===== src/rtl/dac_hold_frontend.sv =====
module dac_hold_frontend #(
  parameter int NUM_TMR = 6,
  parameter int AW      = 4,
  parameter int SEL_W   = $clog2(NUM_TMR + 2)
) (
  input  logic               clk,
  input  logic               rst_n,
  input  logic               wr_en,
  input  logic [AW-1:0]      wr_addr,
  input  logic [31:0]        wr_data,
  input  logic [1:0]         ch_en,
  input  logic [1:0]         trig_en,
  input  logic [1:0]         dma_en,
  input  logic [SEL_W-1:0]   trig_sel0,
  input  logic [SEL_W-1:0]   trig_sel1,
  input  logic [NUM_TMR-1:0] tmr_evt,
  input  logic               ext_evt,
  output logic [11:0]        code0,
  output logic [11:0]        code1,
  output logic [1:0]         dma_req,
  output logic [1:0]         sw_pend
);
  localparam int SRC_N   = NUM_TMR + 1;
  localparam int SEL_SW  = NUM_TMR + 1;
  localparam logic [AW-1:0] A_C0_R12 = AW'(0);
  localparam logic [AW-1:0] A_C0_L12 = AW'(1);
  localparam logic [AW-1:0] A_C0_R8  = AW'(2);
  localparam logic [AW-1:0] A_C1_R12 = AW'(3);
  localparam logic [AW-1:0] A_C1_L12 = AW'(4);
  localparam logic [AW-1:0] A_C1_R8  = AW'(5);
  localparam logic [AW-1:0] A_D_R12  = AW'(6);
  localparam logic [AW-1:0] A_D_L12  = AW'(7);
  localparam logic [AW-1:0] A_D_R8   = AW'(8);
  localparam logic [AW-1:0] A_SWTRG  = AW'(9);
  localparam logic [1:0] F_R12 = 2'd0;
  localparam logic [1:0] F_L12 = 2'd1;
  localparam logic [1:0] F_R8  = 2'd2;

  function automatic logic [11:0] realign(input logic [1:0] f, input logic [15:0] d);
    case (f)
      F_R12:   realign = d[11:0];
      F_L12:   realign = d[15:4];
      default: realign = {d[7:0], 4'h0};
    endcase
  endfunction

  logic [1:0]            hit;
  logic [1:0]            fmt;
  logic [1:0][15:0]      lane;
  logic [1:0][11:0]      hold;
  logic [1:0][11:0]      out_q;
  logic [1:0]            dma_q;
  logic [1:0]            sw_q;
  logic [1:0]            evt;
  logic [1:0][SEL_W-1:0] sel;
  logic [SRC_N-1:0]      s1, s2, s3, rise;

  always_comb begin
    hit     = 2'b00;
    fmt     = F_R12;
    lane[0] = wr_data[15:0];
    lane[1] = wr_data[15:0];
    if (wr_en) begin
      case (wr_addr)
        A_C0_R12: begin hit = 2'b01; fmt = F_R12; end
        A_C0_L12: begin hit = 2'b01; fmt = F_L12; end
        A_C0_R8:  begin hit = 2'b01; fmt = F_R8;  end
        A_C1_R12: begin hit = 2'b10; fmt = F_R12; end
        A_C1_L12: begin hit = 2'b10; fmt = F_L12; end
        A_C1_R8:  begin hit = 2'b10; fmt = F_R8;  end
        A_D_R12:  begin hit = 2'b11; fmt = F_R12; lane[1] = wr_data[31:16]; end
        A_D_L12:  begin hit = 2'b11; fmt = F_L12; lane[1] = wr_data[31:16]; end
        A_D_R8:   begin hit = 2'b11; fmt = F_R8;  lane[1] = {8'h00, wr_data[15:8]}; end
        default:  hit = 2'b00;
      endcase
    end
  end

  always_ff @(posedge clk) begin
    if (!rst_n) begin
      s1 <= '0;
      s2 <= '0;
      s3 <= '0;
      sw_q <= 2'b00;
    end else begin
      s1 <= {ext_evt, tmr_evt};
      s2 <= s1;
      s3 <= s2;
      sw_q <= (wr_en && wr_addr == A_SWTRG) ? wr_data[1:0] : 2'b00;
    end
  end

  assign rise = s2 & ~s3;
  assign sel  = {trig_sel1, trig_sel0};

  always_comb begin
    for (int c = 0; c < 2; c++) begin
      evt[c] = 1'b0;
      if (int'(sel[c]) == SEL_SW) evt[c] = sw_q[c];
      for (int i = 0; i < SRC_N; i++)
        if (int'(sel[c]) == i) evt[c] = rise[i];
      evt[c] = evt[c] & ch_en[c] & trig_en[c];
    end
  end

  for (genvar c = 0; c < 2; c++) begin : g_ch
    always_ff @(posedge clk) begin
      if (!rst_n) begin
        hold[c]  <= '0;
        out_q[c] <= '0;
        dma_q[c] <= 1'b0;
      end else begin
        if (hit[c]) hold[c] <= realign(fmt, lane[c]);
        if (!ch_en[c])                out_q[c] <= '0;
        else if (!trig_en[c] || evt[c]) out_q[c] <= hold[c];
        dma_q[c] <= evt[c] & dma_en[c];
      end
    end
  end

  assign code0   = out_q[0];
  assign code1   = out_q[1];
  assign dma_req = dma_q;
  assign sw_pend = sw_q;
endmodule


===== config.mk =====
export PLATFORM = sky130hd
export DESIGN_NAME = dac_hold_frontend
export DESIGN_NICKNAME = d
export VERILOG_FILES = /design/src/rtl/dac_hold_frontend.sv
export SDC_FILE = /design/constraint.sdc
export NUM_CORES = 1
export LEC_CHECK = 0
export BUFFER_PORTS_ARGS = -buffer_cell sky130_fd_sc_hd__buf_2
export CAP_MARGIN = 0
export CORE_ASPECT_RATIO = 1.25
export CORE_MARGIN = 2
export CORE_UTILIZATION = 57
export CTS_CLUSTER_DIAMETER = 200
export CTS_CLUSTER_SIZE = 24
export DETAILED_ROUTE_END_ITERATION = 10
export GPL_TIMING_DRIVEN = 0
export PLACE_DENSITY = 0.88
export SETUP_SLACK_MARGIN = 0.15
export SLEW_MARGIN = 10
export SYNTH_ARGS = -nofsm -noshare
export SYNTH_HDL_FRONTEND = slang
export SYNTH_SLANG_ARGS = --single-unit

===== constraint.sdc =====
create_clock -name clk -period 3.3 [get_ports clk]
set_input_delay 0.66 -clock clk [delete_from_list [all_inputs] [get_ports clk]]
set_output_delay 0.66 -clock clk [all_outputs]
set_load 0.005 [all_outputs]

==> impl_metrics.tcl, run 1 <==
set metrics [dict create \
    ir_worst_vdd_uv 245 \
    grt_pass1_vias 3065 \
    cts_tree "yes" \
    design.die.area_sq_mm 0.00665 \
    numCtsBuffers 9 \
    clock_sinks 73 \
    num_rows 31 \
    dieWidth_um 73.4 \
    drc 0 \
    worst_pin_slew_ps 531 \
    p_clk_frac 0.395 \
    final_cells 521 \
    grt_max_degree 15 \
    max-slew-margin-rel 0.646 \
    end_kind "flop" \
    first_iter_violations 261 \
    critPathRequiredTime_ps 3540 \
    hold_buffers 0 \
    total_power_mw 2.01 \
    cp_cell_sequence "buf_2 -> buf_4 -> and4b_1 -> a21oi_2 -> buf_6 -> a221o_1 -> a221oi_2 -> a21oi_1" \
    powerDensity_mw_per_mm2 485 \
    cp_slowest_cell "a221o_1" \
    area_growth_syn_to_layout_pct 21.0 \
    grt_usage 0.275 \
    dp_cells 505 \
    nFillCells 451 \
    max_freq_mhz 501 \
    cts.repair.resized 0 \
    synth_edf_count 0 \
    drv_cap 0 \
    grt_pass1_wl_um 14300 \
    r2r-end "code1[7]" \
    clkTransAtPathRegs_ps 80 \
    p_comb_frac 0.140 \
    wl_per_cell_um 17.3 \
    die_h_um 90.7 \
    final.setup.tns_ps 0 \
    p_leak_nw 1.86 \
    hold_end "s2[2]" \
    hpwl_um 6600 \
    cp_top_family "compound AO/OA/AOI/OAI gates" \
    gp_congestion 0.954 \
    postSynthCellCount 357 \
    drtAntennaViolNets 0 \
    path_max_fanout 10 \
    critPathMaxStageDelay_ps 350 \
    setup_viol 0 \
    fin_nets 508 \
    synth_warnings 0 \
    power_switching_mw 0.535 \
    seq_area_frac_synth 0.426 \
    critPathBufInv 3 \
    antenna_cells 0 \
    totalWireLength_um 9000 \
    fp.coreArea_sq_mm 0.00582 \
    synth_area_sq_mm 0.00343 \
    synth_nets 415 \
    postCtsSetupBuffers 0 \
    final-hold-violation-count 0 \
    htreeDepth 3 \
    reg2reg_depth 6 \
    fin_crit_ps 2000 \
    fin_skew_ps 8.74 \
    synth_seq_cells 73 \
    path_class "in2reg" \
    worstReg2RegStart "s3[1]" \
    grt.overflow.total 0 \
    intPower_mw 1.47 \
    clock_path_buffers 2 \
    vias 3140 \
    status "finished clean" \
    swShare 0.266 \
    maxSlewViolCount 0 \
    rsz0062_at_grt "no" \
    start_util 0.589 \
    cp-start-kind "input pin" \
    ioPinCount 86 \
    drive_gt1_frac 0.277 \
    route.detailed.vias_per_inst 6.03 \
    async_flop_share 0 \
    synthDistinctLibCells 52 \
    hp-start "s1[2]" \
    dr.pass1.iters 6 \
    syn_area_per_cell_sq_um 9.60 \
    antenna_found_initial 0 \
    synth_flop_cell "dfxtp_1" \
    min_path_cells 1 \
    hold_path.class "reg2reg" \
    ctsRootBufferMaster "clkbuf_8" \
    pwr-share-seq 0.465 \
    finalCritPeriodShare 0.605 \
    holdWs_ps 436 \
    clk-insertion-delay-late_ps 350 \
    numPortBuffers 82 \
    worstPathArrival_ps 2240 \
    ff2ff_setup_slack_ps 1390 \
]
-- how the worst max path moves through the flow --
stage,start,cells past startpoint,end
floorplan,wr_addr[2],7,hold[16]
global route,wr_addr[3],7,hold[20]
finish,wr_addr[3],8,hold[19]
CTS,wr_addr[3],8,hold[19]
detailed placement,wr_addr[3],8,hold[19]
global placement,wr_addr[3],8,hold[19]
-- layer usage --
| layer | track usage | vias up | wire length (um) |
|---|---|---|---|
| met4 | 0.121 | 0 | 227 |
| met2 | 0.488 | 164 | 4740 |
| met5 | 0 | - | 0 |
| met3 | 0.0480 | 22 | 639 |
| li1 | - | 1492 | - |
| met1 | 0.312 | 1462 | 3390 |
-- power by group through the flow --
stage	Clock (mW)	Sequential, mW	Combinational, mW
floorplan	0	0.948	0.181
global placement	0	0.952	0.267
detailed placement	0	0.954	0.273
CTS	0.795	0.934	0.277
global route	0.831	0.937	0.305
finish	0.793	0.934	0.282
-- registers in the layout, summed over array words and instances, names as in the netlist --
signal	flops
hold	24
code0	12
code1	12
s1	7
s2	7
s3	7
dma_req	2
sw_pend	2
-- placed cells by master (no fill, tap or decap), types with 7 or more instances in the layout --
master    instances
and3_1            9
dfxtp_1          73
a31oi_1          10
clkbuf_1         12
clkbuf_8          9
nand2_1          23
nor2_1           28
a22oi_1          16
mux2i_1          24
o21ai_0          19
a21oi_1          17
a221o_1           7
nand2b_1         12
and2_1           25
buf_2            87
-- Yosys cell counts, types with 2 or more instances --
| cell | count | area (sq um) |
|---|---|---|
| xor2_1 | 2 | 17.5 |
| a22oi_1 | 16 | 120 |
| a21oi_1 | 17 | 85.1 |
| o22ai_1 | 2 | 12.5 |
| mux4_2 | 2 | 45.0 |
| maj3_1 | 2 | 20.0 |
| mux4_1 | 2 | 52.6 |
| mux2i_1 | 24 | 240 |
| clkbuf_1 | 12 | 45.0 |
| nor3_1 | 3 | 15.0 |
| and3_1 | 9 | 56.3 |
| a22o_1 | 5 | 43.8 |
| o32a_1 | 2 | 20.0 |
| nor2b_1 | 2 | 12.5 |
| dfxtp_1 | 73 | 1460 |
| and2_1 | 25 | 156 |
| and4_1 | 4 | 35.0 |
| o21ai_1 | 5 | 25.0 |
| nand3_1 | 2 | 10.0 |
| buf_4 | 3 | 22.5 |
| xnor2_1 | 2 | 17.5 |
| nor2_1 | 28 | 105 |
| inv_1 | 6 | 22.5 |
| o21ai_0 | 19 | 95.1 |
| a31oi_1 | 10 | 62.6 |
| buf_2 | 5 | 25.0 |
| a221o_1 | 7 | 70.1 |
| nand2_1 | 23 | 86.3 |
| a221oi_1 | 6 | 52.6 |
| a221oi_2 | 2 | 30.0 |
| buf_6 | 5 | 56.3 |
| nand2b_1 | 12 | 75.1 |
-- cell families (layout without fill, tap and decap cells) --
group           count (synthesis)  count (layout)  synth area share
mux                            28              28            0.0986
xor+xnor                        4               4            0.0102
simple gates                  116             116             0.183
fa+ha+maj                       2               2           0.00584
buf+inv                        32             130            0.0559
compound gates                102             102             0.220
flops                          73              73             0.426
-- area by class of cell --
cell class | count | area (sq um) | share of cell area
clock inverters | 7 | 103 | 0.0247
clock buffers | 9 | 124 | 0.0299
inverters | 6 | 22.5 | 0.00543
multi-input cells | 252 | 1770 | 0.428
repair buffers | 82 | 410 | 0.0990
flip-flops and latches | 73 | 1460 | 0.352
plain buffers | 26 | 169 | 0.0407
well taps | 66 | 82.6 | 0.0199
-- through the flow --
step	cell area, sq um	util	setup WS, ps
floorplan	3430	-	1260
global placement	3920	0.674	987
detailed placement	3920	0.674	948
CTS	4150	0.713	1320
global route	4150	0.713	1220
finish	4150	0.713	1300
No activity file was read; power rests on OpenSTA's default activity.
==> inputs of run 2 (changes only) <==
Settings changed: CORE_UTILIZATION 57 to 53, PLACE_DENSITY 0.88 to 0.83.
Clock period 3.3 ns to 1.9 ns, I/O delays scaled along.
==> run 2 against run 1 <==
  * Die area up 7.2%
  * Total power up 63%
  * Critical path depth down 2
  * Via count down 3.5%
  * Utilization down 2.9 points
  * Clock-buffer cell count unchanged
  * First-iteration DRC count down 20%
  * Sequential cell count unchanged
  * Non-clock buffer count up 5
==> impl_metrics.tcl, run 2 (synthesis gave the netlist of run 1 again) <==
set metrics [dict create \
    start_util 0.552 \
    drive_gt1_frac 0.302 \
    antenna_cells 0 \
    fin_skew_ps 10.9 \
    drtAntennaViolNets 0 \
    dr.pass1.iters 4 \
    grt.overflow.total 0 \
    critPathRequiredTime_ps 2120 \
    multi_input_area_sq_mm 0.00181 \
    top_register "hold" \
    clock_path_buffers 2 \
    final-hold-violation-count 0 \
    finalCritPeriodShare 0.951 \
    route.detailed.vias_per_inst 5.56 \
    end_kind "flop" \
    pwr-share-seq 0.495 \
    ioPinCount 86 \
    p_clk_frac 0.348 \
    power_switching_mw 0.954 \
    ir_worst_vdd_uv 551 \
    hold_buffers 0 \
    wl_per_cell_um 16.6 \
    hpwl_um 6820 \
    hold_path.class "in2reg" \
    fp.coreArea_sq_mm 0.00621 \
    worst_pin_slew_ps 507 \
    vias 3029 \
    drv_cap 0 \
    p_leak_nw 1.88 \
    htreeDepth 3 \
    worstPathArrival_ps 2030 \
    layout_commonest_cell "buf_2" \
    gp_congestion 0.977 \
    total_power_mw 3.28 \
    register_area_sq_mm 0.00146 \
    antenna_found_initial 0 \
    clkTransAtPathRegs_ps 90 \
    totalWireLength_um 9030 \
    max_freq_mhz 553 \
    ctsRootBufferMaster "clkbuf_8" \
    num_rows 32 \
    largest_reg_flops 24 \
    first_iter_violations 208 \
    status "finished clean" \
    path_class "reg2reg" \
    path_max_fanout 5 \
    finalWorstSetupSlack_ps 92.3 \
    max-slew-margin-rel 0.662 \
    fin_nets 513 \
    post-route-util 0.683 \
    clk-insertion-delay-late_ps 350 \
    rsz0062_at_grt "yes" \
    setup_viol 0 \
    numPortBuffers 82 \
    die_h_um 93.9 \
    fin_crit_ps 1810 \
    drc 0 \
    cts_tree "yes" \
    dieWidth_um 75.9 \
    powerDensity_mw_per_mm2 774 \
    numCtsBuffers 9 \
    nFillCells 503 \
    cp-start-kind "flop" \
    pre_cts_ws_ps -146 \
    area_growth_syn_to_layout_pct 23.7 \
    grt_pass1_vias 3030 \
    grt_usage 0.262 \
    design.die.area_sq_mm 0.00713 \
    intPower_mw 2.33 \
    clock_sinks 73 \
    final_cell_mix "87 x buf_2, 71 x dfxtp_1, 28 x nor2_1" \
    grt_pass1_wl_um 14800 \
    grt_max_degree 16 \
    maxSlewViolCount 0 \
    swShare 0.291 \
    p_comb_frac 0.157 \
]
## run 2: path summary, 6_finish.rpt
check	start	endpoint	slack [ps]	depth (start not counted)
worst max-delay path	s3[5]	code0[4]	90	6
worst max register to register	s3[5]	code0[4]	90	6
worst min register to register	s1[5]	s2[5]	440	1
worst min-delay path	ext_evt	s1[6]	230	2
## run 2: critical path, stage by stage (launching register included)
cell	delay, ps
dfxtp_1	310
nand2b_4	140
mux4_2	510
o221ai_4	310
buf_12	170
mux2i_1	200
nor2_1	60
## run 2: repair_timing
action                                  4_1_cts  5_1_grt
gates resized for setup                       8        7
cloned                                        1        0
pin swaps                                     2        4
endpoints found under the setup margin       20       28
buffers inserted                              2        2
## run 2: per-stage QoR
stage               setup TNS [ps]  cells  cell area [sq um]  hold slack [ps]
floorplan                        0    357               3430              412
global placement             -1350    524               3940              414
detailed placement           -2560    524               3940              418
CTS                              0    543               4200              227
global route                     0    545               4240              234
finish                           0    545               4240              233
## run 2: final cells by class
type	count	area share
Timing Repair Buffer	87	0.112
Sequential cell	73	0.345
Inverter	6	0.00531
Tap cell	85	0.0251
Multi-Input combinational cell	252	0.427
Buffer	26	0.0416
Clock inverter	7	0.0148
Clock buffer	9	0.0292
## run 2: per-layer routing
layer	track usage	routed length (um)
met1	0.296	3700
met2	0.479	4610
met3	0.0558	450
met4	0.109	278
met5	0	0
## run 2: power groups by stage
stage | Combinational, mW | Clock, mW | Sequential (mW)
after detailed placement | 0.479 | 0 | 1.66
after CTS | 0.504 | 1.15 | 1.62
final | 0.516 | 1.14 | 1.62
after floorplan | 0.314 | 0 | 1.65
after global placement | 0.469 | 0 | 1.65
after global routing | 0.564 | 1.22 | 1.63
